==> src/rtl/smc_pkg.sv <==
package smc_pkg;

    localparam int CFG_W  = 32;
    localparam int PAGE_W = 8;
    localparam int CODE_W = 3;
    localparam int CNT_W  = 4;

    typedef enum logic [2:0] {
        ST_IDLE,
        ST_ADDR,
        ST_CSSET,
        ST_STROBE,
        ST_HOLD,
        ST_RESP
    } smc_state_e;

    typedef struct packed {
        logic [PAGE_W-1:0] end_pg;
        logic [PAGE_W-1:0] start_pg;
        logic [CODE_W-1:0] acc_code;
        logic [CODE_W-1:0] hold_code;
        logic [CODE_W-1:0] asu_code;
        logic [CODE_W-1:0] csu_code;
    } bank_cfg_t;

    typedef struct packed {
        logic [CNT_W-1:0] asu;
        logic [CNT_W-1:0] csu;
        logic [CNT_W-1:0] acc;
        logic [CNT_W-1:0] hold;
    } timing_t;

    function automatic logic [CFG_W-1:0] pack_cfg(bank_cfg_t c);
        return {c.end_pg, c.start_pg, 2'b00, c.acc_code, c.hold_code,
                c.asu_code, c.csu_code, 2'b00};
    endfunction

    function automatic bank_cfg_t unpack_cfg(logic [CFG_W-1:0] w);
        bank_cfg_t c;
        c.end_pg    = w[31:24];
        c.start_pg  = w[23:16];
        c.acc_code  = w[13:11];
        c.hold_code = w[10:8];
        c.asu_code  = w[7:5];
        c.csu_code  = w[4:2];
        return c;
    endfunction

    function automatic bank_cfg_t reset_cfg(int idx);
        bank_cfg_t c;
        c.end_pg    = PAGE_W'(8 + 4 * idx);
        c.start_pg  = (idx == 0) ? '0 : PAGE_W'(4 + 4 * idx);
        c.acc_code  = 3'd6;
        c.hold_code = '0;
        c.asu_code  = '0;
        c.csu_code  = '0;
        return c;
    endfunction

    function automatic logic [CNT_W-1:0] setup_cycles(logic [CODE_W-1:0] code);
        return (code == 3'd7) ? CNT_W'(6) : CNT_W'(code);
    endfunction

    function automatic logic [CNT_W-1:0] access_cycles(logic [CODE_W-1:0] code);
        return (code == 3'd7) ? CNT_W'(7) : CNT_W'(code) + CNT_W'(1);
    endfunction

    function automatic timing_t to_timing(bank_cfg_t c);
        timing_t t;
        t.asu  = setup_cycles(c.asu_code);
        t.csu  = setup_cycles(c.csu_code);
        t.hold = setup_cycles(c.hold_code);
        t.acc  = access_cycles(c.acc_code);
        return t;
    endfunction

endpackage

==> src/rtl/smc_regs.sv <==
module smc_regs
    import smc_pkg::*;
#(
    parameter int NBANK  = 3,
    parameter int CFG_AW = 4
) (
    input  logic                clk,
    input  logic                rst_n,
    input  logic                cfg_we,
    input  logic [CFG_AW-1:0]   cfg_addr,
    input  logic [CFG_W-1:0]    cfg_wdata,
    output logic [CFG_W-1:0]    cfg_rdata,
    output bank_cfg_t [NBANK-1:0] bank_cfg
);

    localparam int IDX_W = CFG_AW - 2;

    bank_cfg_t [NBANK-1:0] bank_q;
    logic [IDX_W-1:0]      idx;
    logic                  aligned;
    logic                  rsvd_unused;

    assign idx         = cfg_addr[CFG_AW-1:2];
    assign aligned     = (cfg_addr[1:0] == 2'b00);
    assign rsvd_unused = ^{cfg_wdata[15:14], cfg_wdata[1:0]};

    for (genvar g = 0; g < NBANK; g++) begin : g_bank
        always_ff @(posedge clk or negedge rst_n) begin
            if (!rst_n) begin
                bank_q[g] <= reset_cfg(g);
            end else if (cfg_we && aligned && idx == IDX_W'(g)) begin
                bank_q[g] <= unpack_cfg(cfg_wdata);
            end
        end
    end

    always_comb begin
        cfg_rdata = '0;
        for (int i = 0; i < NBANK; i++) begin
            if (aligned && idx == IDX_W'(i)) begin
                cfg_rdata = pack_cfg(bank_q[i]);
            end
        end
    end

    assign bank_cfg = bank_q;

    // a misaligned write never reaches any bank word
    p_stray_write_r2: assert property (@(posedge clk) disable iff (!rst_n)
        (cfg_we && !aligned) |=> $stable(bank_q));

    // reserved bit positions never carry a one on the read port
    p_reserved_zero_r2: assert property (@(posedge clk) disable iff (!rst_n)
        (cfg_rdata[1:0] == 2'b00) && (cfg_rdata[15:14] == 2'b00));

endmodule

==> src/rtl/smc_decode.sv <==
module smc_decode
    import smc_pkg::*;
#(
    parameter int NBANK = 3,
    parameter int BW    = 2
) (
    input  bank_cfg_t [NBANK-1:0] bank_cfg,
    input  logic [PAGE_W-1:0]     page,
    output logic                  hit,
    output logic [BW-1:0]         sel,
    output timing_t               tim
);

    logic [NBANK-1:0] in_win;

    for (genvar g = 0; g < NBANK; g++) begin : g_win
        assign in_win[g] = (bank_cfg[g].acc_code != '0) &&
                           (page >= bank_cfg[g].start_pg) &&
                           (page <  bank_cfg[g].end_pg);
    end

    // Scan from the top down so the lowest-numbered bank is the last to win.
    always_comb begin
        hit = 1'b0;
        sel = '0;
        tim = '0;
        for (int i = NBANK - 1; i >= 0; i--) begin
            if (in_win[i]) begin
                hit = 1'b1;
                sel = BW'(i);
                tim = to_timing(bank_cfg[i]);
            end
        end
    end

endmodule

==> src/rtl/smc_fsm.sv <==
module smc_fsm
    import smc_pkg::*;
#(
    parameter int NBANK = 3,
    parameter int BW    = 2,
    parameter int AW    = 28,
    parameter int DW    = 32
) (
    input  logic             clk,
    input  logic             rst_n,
    input  logic             req_valid,
    input  logic             req_write,
    input  logic [AW-1:0]    req_addr,
    input  logic [DW-1:0]    req_wdata,
    input  logic             hit,
    input  logic [BW-1:0]    sel,
    input  timing_t          tim,
    output logic             rsp_ready,
    output logic             rsp_err,
    output logic [DW-1:0]    rsp_rdata,
    output logic [AW-1:0]    mem_addr,
    output logic [NBANK-1:0] mem_cs_n,
    output logic             mem_oe_n,
    output logic             mem_we_n,
    output logic             mem_strobe_n,
    output logic [DW-1:0]    mem_wdata,
    input  logic [DW-1:0]    mem_rdata,
    input  logic             mem_wait_n
);

    smc_state_e       state, state_d;
    logic [CNT_W-1:0] cnt, cnt_d;
    timing_t          tim_q;
    logic [BW-1:0]    bank_q;
    logic             write_q;
    logic             err_q;
    logic             wait_q;
    logic [AW-1:0]    addr_q;
    logic [DW-1:0]    wdata_q;
    logic [DW-1:0]    rdata_q;
    logic             accept;
    logic             strobe_last;

    assign accept      = (state == ST_IDLE) && req_valid;
    assign strobe_last = (state == ST_STROBE) && (cnt == '0) && !wait_q;

    // Next-state and phase counter
    always_comb begin
        state_d = state;
        cnt_d   = (cnt != '0) ? cnt - CNT_W'(1) : cnt;
        unique case (state)
            ST_IDLE: begin
                if (req_valid) begin
                    if (!hit) begin
                        state_d = ST_RESP;
                    end else if (tim.asu != '0) begin
                        state_d = ST_ADDR;
                        cnt_d   = tim.asu - CNT_W'(1);
                    end else if (tim.csu != '0) begin
                        state_d = ST_CSSET;
                        cnt_d   = tim.csu - CNT_W'(1);
                    end else begin
                        state_d = ST_STROBE;
                        cnt_d   = tim.acc - CNT_W'(1);
                    end
                end
            end
            ST_ADDR: begin
                if (cnt == '0) begin
                    if (tim_q.csu != '0) begin
                        state_d = ST_CSSET;
                        cnt_d   = tim_q.csu - CNT_W'(1);
                    end else begin
                        state_d = ST_STROBE;
                        cnt_d   = tim_q.acc - CNT_W'(1);
                    end
                end
            end
            ST_CSSET: begin
                if (cnt == '0) begin
                    state_d = ST_STROBE;
                    cnt_d   = tim_q.acc - CNT_W'(1);
                end
            end
            ST_STROBE: begin
                if (strobe_last) begin
                    if (tim_q.hold != '0) begin
                        state_d = ST_HOLD;
                        cnt_d   = tim_q.hold - CNT_W'(1);
                    end else begin
                        state_d = ST_RESP;
                    end
                end
            end
            ST_HOLD: begin
                if (cnt == '0) begin
                    state_d = ST_RESP;
                end
            end
            ST_RESP: begin
                state_d = ST_IDLE;
            end
            default: begin
                state_d = ST_IDLE;
            end
        endcase
    end

    // State register and the request snapshot
    always_ff @(posedge clk or negedge rst_n) begin
        if (!rst_n) begin
            state   <= ST_IDLE;
            cnt     <= '0;
            tim_q   <= '0;
            bank_q  <= '0;
            write_q <= 1'b0;
            err_q   <= 1'b0;
            wait_q  <= 1'b0;
            addr_q  <= '0;
            wdata_q <= '0;
            rdata_q <= '0;
        end else begin
            state <= state_d;
            cnt   <= cnt_d;
            if (accept) begin
                tim_q   <= tim;
                bank_q  <= sel;
                write_q <= req_write;
                err_q   <= !hit;
                addr_q  <= req_addr;
                wdata_q <= req_wdata;
            end
            if (state == ST_STROBE && cnt <= CNT_W'(1)) begin
                wait_q <= !mem_wait_n;
            end else begin
                wait_q <= 1'b0;
            end
            if (strobe_last && !write_q) begin
                rdata_q <= mem_rdata;
            end
        end
    end

    // Outputs decoded from the state
    always_comb begin
        mem_cs_n     = '1;
        mem_oe_n     = 1'b1;
        mem_we_n     = 1'b1;
        mem_strobe_n = 1'b1;
        rsp_ready    = 1'b0;
        rsp_err      = 1'b0;
        unique case (state)
            ST_CSSET, ST_HOLD: begin
                for (int i = 0; i < NBANK; i++) begin
                    if (bank_q == BW'(i)) mem_cs_n[i] = 1'b0;
                end
            end
            ST_STROBE: begin
                for (int i = 0; i < NBANK; i++) begin
                    if (bank_q == BW'(i)) mem_cs_n[i] = 1'b0;
                end
                mem_strobe_n = 1'b0;
                mem_oe_n     = write_q;
                mem_we_n     = !write_q;
            end
            ST_RESP: begin
                rsp_ready = 1'b1;
                rsp_err   = err_q;
            end
            default: begin
            end
        endcase
    end

    assign mem_addr  = addr_q;
    assign mem_wdata = wdata_q;
    assign rsp_rdata = rdata_q;

    // a miss answers in the next cycle with the error flag and no select
    p_miss_resp_r5: assert property (@(posedge clk) disable iff (!rst_n)
        (accept && !hit) |=> (rsp_ready && rsp_err && (&mem_cs_n)));

    // ready is a single-cycle pulse
    p_ready_pulse_r8: assert property (@(posedge clk) disable iff (!rst_n)
        rsp_ready |=> !rsp_ready);

    // a pending wait sample keeps the strobe asserted one more cycle
    p_wait_stretch_r9: assert property (@(posedge clk) disable iff (!rst_n)
        (state == ST_STROBE && cnt == '0 && wait_q) |=> !mem_strobe_n);

    // read and write enables never overlap, strobe only inside a select
    p_enable_excl_r7: assert property (@(posedge clk) disable iff (!rst_n)
        !(!mem_oe_n && !mem_we_n));
    p_strobe_in_cs_r7: assert property (@(posedge clk) disable iff (!rst_n)
        !mem_strobe_n |-> !(&mem_cs_n));

    // the timing snapshot does not move once an access is under way
    p_timing_frozen_r11: assert property (@(posedge clk) disable iff (!rst_n)
        (state != ST_IDLE) |=> $stable(tim_q));

endmodule

==> src/rtl/smc_top.sv <==
module smc_top
    import smc_pkg::*;
#(
    parameter int NBANK  = 3,
    parameter int AW     = 28,
    parameter int DW     = 32,
    parameter int CFG_AW = 4
) (
    input  logic             clk,
    input  logic             rst_n,
    input  logic             cfg_we,
    input  logic [CFG_AW-1:0] cfg_addr,
    input  logic [31:0]      cfg_wdata,
    output logic [31:0]      cfg_rdata,
    input  logic             req_valid,
    input  logic             req_write,
    input  logic [AW-1:0]    req_addr,
    input  logic [DW-1:0]    req_wdata,
    output logic             rsp_ready,
    output logic             rsp_err,
    output logic [DW-1:0]    rsp_rdata,
    output logic [AW-1:0]    mem_addr,
    output logic [NBANK-1:0] mem_cs_n,
    output logic             mem_oe_n,
    output logic             mem_we_n,
    output logic             mem_strobe_n,
    output logic [DW-1:0]    mem_wdata,
    input  logic [DW-1:0]    mem_rdata,
    input  logic             mem_wait_n
);

    localparam int BW = (NBANK > 1) ? $clog2(NBANK) : 1;

    bank_cfg_t [NBANK-1:0] bank_cfg;
    logic                  hit;
    logic [BW-1:0]         sel;
    timing_t               tim;

    smc_regs #(.NBANK(NBANK), .CFG_AW(CFG_AW)) u_regs (
        .clk       (clk),
        .rst_n     (rst_n),
        .cfg_we    (cfg_we),
        .cfg_addr  (cfg_addr),
        .cfg_wdata (cfg_wdata),
        .cfg_rdata (cfg_rdata),
        .bank_cfg  (bank_cfg)
    );

    smc_decode #(.NBANK(NBANK), .BW(BW)) u_decode (
        .bank_cfg (bank_cfg),
        .page     (req_addr[AW-1 -: PAGE_W]),
        .hit      (hit),
        .sel      (sel),
        .tim      (tim)
    );

    smc_fsm #(.NBANK(NBANK), .BW(BW), .AW(AW), .DW(DW)) u_fsm (
        .clk          (clk),
        .rst_n        (rst_n),
        .req_valid    (req_valid),
        .req_write    (req_write),
        .req_addr     (req_addr),
        .req_wdata    (req_wdata),
        .hit          (hit),
        .sel          (sel),
        .tim          (tim),
        .rsp_ready    (rsp_ready),
        .rsp_err      (rsp_err),
        .rsp_rdata    (rsp_rdata),
        .mem_addr     (mem_addr),
        .mem_cs_n     (mem_cs_n),
        .mem_oe_n     (mem_oe_n),
        .mem_we_n     (mem_we_n),
        .mem_strobe_n (mem_strobe_n),
        .mem_wdata    (mem_wdata),
        .mem_rdata    (mem_rdata),
        .mem_wait_n   (mem_wait_n)
    );

    // at most one chip select is low at any time
    p_cs_onehot_r3: assert property (@(posedge clk) disable iff (!rst_n)
        $onehot0(~mem_cs_n));

    // ready never coincides with an asserted chip select
    p_ready_idle_r8: assert property (@(posedge clk) disable iff (!rst_n)
        rsp_ready |-> (&mem_cs_n));

endmodule

==> config.mk <==
export PLATFORM = sky130hd
export DESIGN_NAME = smc_top
export DESIGN_NICKNAME = d
export VERILOG_FILES = /design/src/rtl/smc_pkg.sv /design/src/rtl/smc_regs.sv /design/src/rtl/smc_decode.sv /design/src/rtl/smc_fsm.sv /design/src/rtl/smc_top.sv
export SDC_FILE = /design/constraint.sdc
export NUM_CORES = 1
export LEC_CHECK = 0
export ABC_AREA = 1
export BUFFER_PORTS_ARGS = -buffer_cell sky130_fd_sc_hd__buf_4
export CAP_MARGIN = 20
export CORE_MARGIN = 2
export CORE_UTILIZATION = 45
export DETAILED_ROUTE_END_ITERATION = 6
export GPL_TIMING_DRIVEN = 0
export PLACE_DENSITY = 0.69
export SETUP_SLACK_MARGIN = 0.3
export SYNTH_ARGS = -nofsm -noshare
export SYNTH_HDL_FRONTEND = slang
export SYNTH_HIERARCHICAL = 1
export SYNTH_SLANG_ARGS = --single-unit
export TNS_END_PERCENT = 30
==> constraint.sdc <==
create_clock -name clk -period 3.8 [get_ports clk]
set_input_delay 0.38 -clock clk [delete_from_list [all_inputs] [get_ports clk]]
set_output_delay 0.38 -clock clk [all_outputs]
set_load 0.01 [all_outputs]
# [Word level (Yosys, flattened, before mapping)]
# Index checks and enable logic that the tools add are counted.
[totals] n_memories=0 inputBits=134 rom_bits=0 mem_bits_rw=0 register_bits=200 out_inout_bits=132 latch_bits=0 elab_cells=166
[op_classes] eq_ne=26 div_mod_pow=0 n_mul=0 n_mux=56 reduce_logical=37 shift=0 bitwise=0 n_addsub=10 magnitude_cmp=7
[ops] cell="two-way mux 32 bit" count=3
[ops] cell="two-way mux 4 bit" count=13
[ops] cell="two-way mux 3 bit" count=17
[ops] cell="two-way mux 16 bit" count=3
[ops] cell="== test 3 bit (second input constant)" count=14
[ops] cell="subtractor 4 x 1 -> 4 bit (second input constant)" count=7
[ops] cell=">= comparator 8 bit" count=3
[ops] cell="less-than comparator 8 bit" count=3
[ops] cell="nonzero test 4 bit" count=5
[ops] cell="logical AND 1 bit" count=18
[ops] cell="one-hot mux 4 bit (4 select lines)" count=1
[ops] cell="two-way mux 1 bit" count=15
[ops] cell="one-hot mux 3 bit (5 select lines)" count=1
[ops] cell="adder 3 x 1 -> 4 bit (second input constant)" count=3
[ops] cell="nonzero test 3 bit" count=3
[ops] cell="inequality test 2 x 1 -> 1 bit (second input constant)" count=4
[ops] cell="== test 3 x 2 -> 1 bit (second input constant)" count=2
[ops] cell="logical NOT 2 bit" count=3
[ops] cell="two-way mux 2 bit" count=3
[ops] cell="AND reduction 5 bit" count=1
[ops] cell="== test 2 x 1 -> 1 bit (second input constant)" count=2
[ops] cell="== test 2 bit (second input constant)" count=2
[ops] cell="less-or-equal comparator 4 x 1 -> 1 bit (second input constant)" count=1
[ops] cell="logical NOT 1 bit" count=4
[ops] cell="5 further kinds" count=5

# [Logic depth before layout (Yosys ltp)]
[logic_depth] word_depth=12 mapped_depth=27 ltp_nobuf=26

# [Modules after synthesis]
# The synthesis kept the hierarchy.
[by_module_without_submodules] module="smc_fsm" cells_per_inst=573 seq_area_each_um2=2902.8 n_inst=1 area_each_um2=5318.9
[by_module_without_submodules] module="smc_regs" cells_per_inst=514 seq_area_each_um2=2118.3 n_inst=1 area_each_um2=4195.3
[by_module_without_submodules] module="smc_decode" cells_per_inst=341 seq_area_each_um2=0.0 n_inst=1 area_each_um2=2070.7

# [Least setup slack after synthesis]
# Ideal clock, no wire load.
[synth_timing] kind="register -> register" from="reg u_regs.bank_q, in the netlist u_regs/bank_cfg[71]" to="reg u_fsm.cnt[2]" period_less_slack_ns=3.195 stages_incl_launch_ff=25 setup_ns=0.124 slack_ns=0.605 arrival_ns=3.072 n_path_buf=1 required_time_ns=3.676 path_cell_list="dfstp_2 -> inv_1 -> ha_1 -> nand2_1 -> nor2_1 -> nor2_1 -> nand2_1 -> a21oi_1 -> nor2_4 -> buf_6 -> nand3_1 -> nand2_1 -> nand2_1 -> nand2_1 -> or2_2 -> nor2_1 -> nand2_1 -> nand2_1 -> inv_1 -> ha_1 -> or2_2 -> nand3_1 -> nand2_1 -> nand2_1 -> nand2_1"
[synth_rtl] element="start: declaration" line_no="smc_regs.sv:18" text="bank_cfg_t [NBANK-1:0] bank_q;"
[synth_rtl] element="start signal: indexed assignment" line_no="smc_regs.sv:30" text="bank_q[g] <= reset_cfg(g);"
[synth_rtl] element="start signal: indexed assignment" line_no="smc_regs.sv:32" text="bank_q[g] <= unpack_cfg(cfg_wdata);"
[synth_rtl] element="end signal: assignment" line_no="smc_fsm.sv:124" text="cnt <= cnt_d;"
[synth_rtl] element="end: declaration" line_no="smc_fsm.sv:32" text="logic [CNT_W-1:0] cnt, cnt_d;"

==> impl_summary.md <==
Layout
Fill cells in the final layout number between 2000 and 2500. The final-stage net count is 1915. Registers take 5020 um2.

Cells fill between 50% and 60% of the core in the end. The area of the multi-input gates is between 5000 and 6000 um2. The fraction of layout instances using a drive strength above 1 is about 28%. From synthesis to final layout, the design area changed by 27.0%. The number of diodes is 0.

STA
The final count of negative-setup-slack endpoints is 0. Of the available clock period, the critical path in the final layout requires between 80% and 90%. The final setup slack of the worst path is between 500 and 600 ps. The maximum frequency from static timing analysis is 0.303 GHz.

The count of pins over their slew limit is 0. The transition time at the pin with the least slew margin is between 600 and 700 ps. Adding up every negative setup slack in the final design gives 0 ps.

In this run the tightest slew margin relative to its limit is 55.3%. The time the final worst path needs with I/O delays and setup is about 3300 ps. Between clock sinks in the finished design, the worst skew comes to around 13 ps. Setup repair after global routing left no endpoint under its margin. The count of endpoints failing hold in the final timing report is 0.

Synthesis
Synthesis produced a netlist whose cell count is ~1400. The unique cell type count in the Yosys netlist is 52. The share of the Yosys chip area taken by registers is a little over two fifths. In this run, synthesis inferred 0 flip-flops with an integrated enable.

The synthesized design contains 200 register bits. Among all flip-flop cells after synthesis, the most frequent one is dfrtp_1. The fraction of post-synthesis cell area in the top cell type by area is 40.4%. The mapped netlist covers around 12000 um2.

The mean post-synth cell area is 8.11 um2. The post-synthesis async set-or-reset flop share is 100%. During synthesis, Yosys emitted a total of 6 warnings. By count the netlist is led by 518 x nand2_1, 187 x dfrtp_1, 157 x nand3_1. The most numerous cell in the Yosys netlist is nand2_1.

By area the synthesized netlist is led by dfrtp_1 40%, nand2_1 17%, nand3_1 6.8%, ha_1 6.4%, nand4_1 5.4%. The biggest area contributor in the post-synthesis netlist is dfrtp_1.

GRT
Global routing used 26.6% of the available tracks. The via count of the first global-routing pass is between 10000 and 15000. The wire length of the first global-routing pass is approximately 56000 um.

After global routing the overflow that remains totals 0. The number of antenna violations at the first check in global routing was 0. The largest net degree at the start of global routing is approximately 120.

Clocking
The clock-pin slew reported for the worst setup and hold paths after clock tree synthesis is 80 ps. In this run the deepest clock path goes through 2 buffers. TritonCTS built the clock tree. In this run, CTS created clock tree buffers numbering 17. The sink count of the clock tree is 200.

The clock insertion delay at the later pin of the skew report is about 440 ps. The H-tree was split into 4 levels. CTS placed an instance of clkbuf_16 at the clock tree root.

Critical path
In this run the worst path has a maximum fanout of 10. The worst setup path is captured at a flip-flop. Across all register-to-register paths, the minimum setup slack is 500 ps. The number of cells on the worst reg-to-reg path is 25.

The worst register-to-register path ends at u_fsm/cnt[2]. The type of the setup path with the least slack is flip-flop to flip-flop. The worst path arrival time is around 3600 ps.

The worst setup path is launched from a flip-flop. The worst flop-to-flop path startpoint is u_regs/bank_cfg[43]. At the worst endpoint, the required time is slightly above 4000 ps.

Floorplan
The starting density of the core is 45.9%. The die height is 164 um. The core footprint is around 25000 um2. In this run the core area contains between 50 and 60 standard-cell rows. The die covers between 20000 and 30000 um2. In this run the horizontal extent of the chip is about 160 um.

The number of I/O pins is between 200 and 300.

Power and ir drop
The power per standard cell area is ~640 nW/um2. The static leakage power is 7.96 nW. IR analysis of the VDD net gives a maximum drop of about 0.38 mV.

Hold path
The path class of the tightest hold or removal check is input port to flip-flop. For hold timing, the worst endpoint is u_fsm/wait_q. The hold path startpoint is mem_wait_n. The number of cells on the worst hold path is 2.

Status
The flow ran to the end, and the final reports show no timing, DRC or antenna violations.

Place
Detailed placement ended at an HPWL of approximately 27000 um. The worst slack at placement is around 24 ps. In this run the tool buffered the top-level ports with between 200 and 300 buffer cells. Routability-driven placement finished with a final weighted congestion of slightly above 0.9.

Drt
The number of vias in the routed layout is ~11000. The detailed-route vias per instance is about 5.4. The count of nets left with antenna violations once routing finished came out at 0. The total length of routed wires is between 30000 and 40000 um. The pre-antenna-repair detailed-routing pass consisted of 5 iterations. In the final routed layout, each cell accounts on average for roughly 18 um. The count of routing violations after the opening detailed-route iteration is about 1300. The number of DRC violations after detailed routing is 0.

Flow run
The tool flagged a number of max-cap violations equal to 0.
cells in the final DEF (no fill, tap or decap), types with 9 or more instances in the layout:
cell / netlist / final
nand2_2: 7 / 12
clkbuf_16: 0 / 17
nand2_1: 518 / 512
ha_1: 59 / 58
mux2_4: 30 / 30
nand4_1: 100 / 100
clkbuf_1: 9 / 9
o21ai_0: 24 / 24
nor2_1: 29 / 25
buf_2: 49 / 49
nand3_1: 157 / 157
inv_2: 10 / 10
buf_4: 14 / 281
dfstp_2: 13 / 13
inv_1: 108 / 108
a21oi_1: 23 / 22
dfrtp_1: 187 / 187
a21boi_0: 9 / 9
through the flow:
step / instance area [um2] / power [mW] / instances / hold WS [ps]
6_report: 14700 / 9.42 / 2065 / 96.2
5_1_grt: 14700 / 10.1 / 2065 / 92.1
4_1_cts: 14600 / 9.40 / 2054 / 82.8
3_5_place_dp: 14000 / 7.57 / 2020 / 409
3_3_place_gp: 13900 / 7.45 / 2019 / 456
2_1_floorplan: 11600 / 5.81 / 1433 / 84.4
where the power goes:
part / switching, mW / leakage, nW / internal [mW] / total (mW)
sequential: 0.561 / 2.47 / 2.92 / 3.48
clock: 0.916 / 0.269 / 0.869 / 1.78
combinational: 2.28 / 5.23 / 1.88 / 4.16
total: 3.76 / 7.96 / 5.67 / 9.42
per-layer routing:
metal,vias up,part of all wire [%],GRT usage [%]
met5,-,0,0
met4,0,2.0,7.51
met3,60,9.3,6.05
met2,544,48,44.3
met1,5201,41,34.9
li1,5272,-,-
worst max path at each step:
| stage | start | endpoint | slack, ps |
|---|---|---|---|
| 6_report | u_regs/bank_cfg[43] | u_fsm/cnt[2] | 500 |
| 3_3_place_gp | req_addr[20] | u_fsm/cnt[2] | 90 |
| 5_1_grt | u_regs/bank_cfg[43] | u_fsm/cnt[2] | 280 |
| 3_5_place_dp | req_addr[20] | u_fsm/cnt[2] | 20 |
| 4_1_cts | u_regs/bank_cfg[71] | u_fsm/cnt[2] | 300 |
| 2_1_floorplan | u_regs/bank_cfg[71] | u_fsm/cnt[2] | 600 |
repair_timing:
item | 4_1_cts | 5_1_grt
resized for setup | 5 | 14
pin swaps | 2 | 13
setup buffers | 1 | 11
endpoints found under the hold margin | 77 | 0
endpoints found under the setup margin | 1 | 3
hold buffers | 1 | 0
critical path, stage by stage (launching register included):
cell,delay [ps]
dfstp_2,560
inv_1,50
ha_1,290
nand2_1,60
inv_1,50
nand2_1,60
nand2_2,100
nand2_1,90
nand2_4,110
nand3_4,100
buf_8,160
nand3_1,70
nand2_1,60
nand2_1,50
nand2_1,60
or2_4,260
nor2_4,100
nand2_1,70
nand2_2,70
inv_1,50
ha_1,200
or2_2,290
nand3_1,70
nand2_1,70
nand2_1,70
nand2_1,50
kinds of logic (layout without fill, tap and decap cells):
group	Yosys count	count (layout)	synth area share, %
DFF	200	200	43.3
AOI/OAI and AO/OA	73	73	3.77
buffers and inverters	205	507	8.66
and+or+nand+nor	850	850	33.2
adders and majority gates	59	59	6.37
muxes	32	32	4.08
xor gates and xnor gates	7	7	0.529
other	2	7	0.0648
final cells by class:
class,count,share of cell area [%]
Buffer,86,3.80
Clock buffer,17,2.89
Clock inverter,15,0.910
Inverter,119,3.04
Multi-Input combinational cell,1028,38.4
Sequential cell,200,34.1
Tap cell,330,2.81
Timing Repair Buffer,270,14.0
state kept, by name, summed over array words and instances (netlist names):
name,cells
u_fsm/mem_wdata,32
u_fsm/mem_addr,28
u_fsm/err_q,1
u_fsm/wait_q,1
u_fsm/state,3
u_fsm/cnt,4
u_fsm/write_q,1
u_fsm/tim_q,12
u_fsm/bank_q,2
u_fsm/rsp_rdata,32
u_regs/bank_cfg,84
No activity file was read; power rests on OpenSTA's default activity.
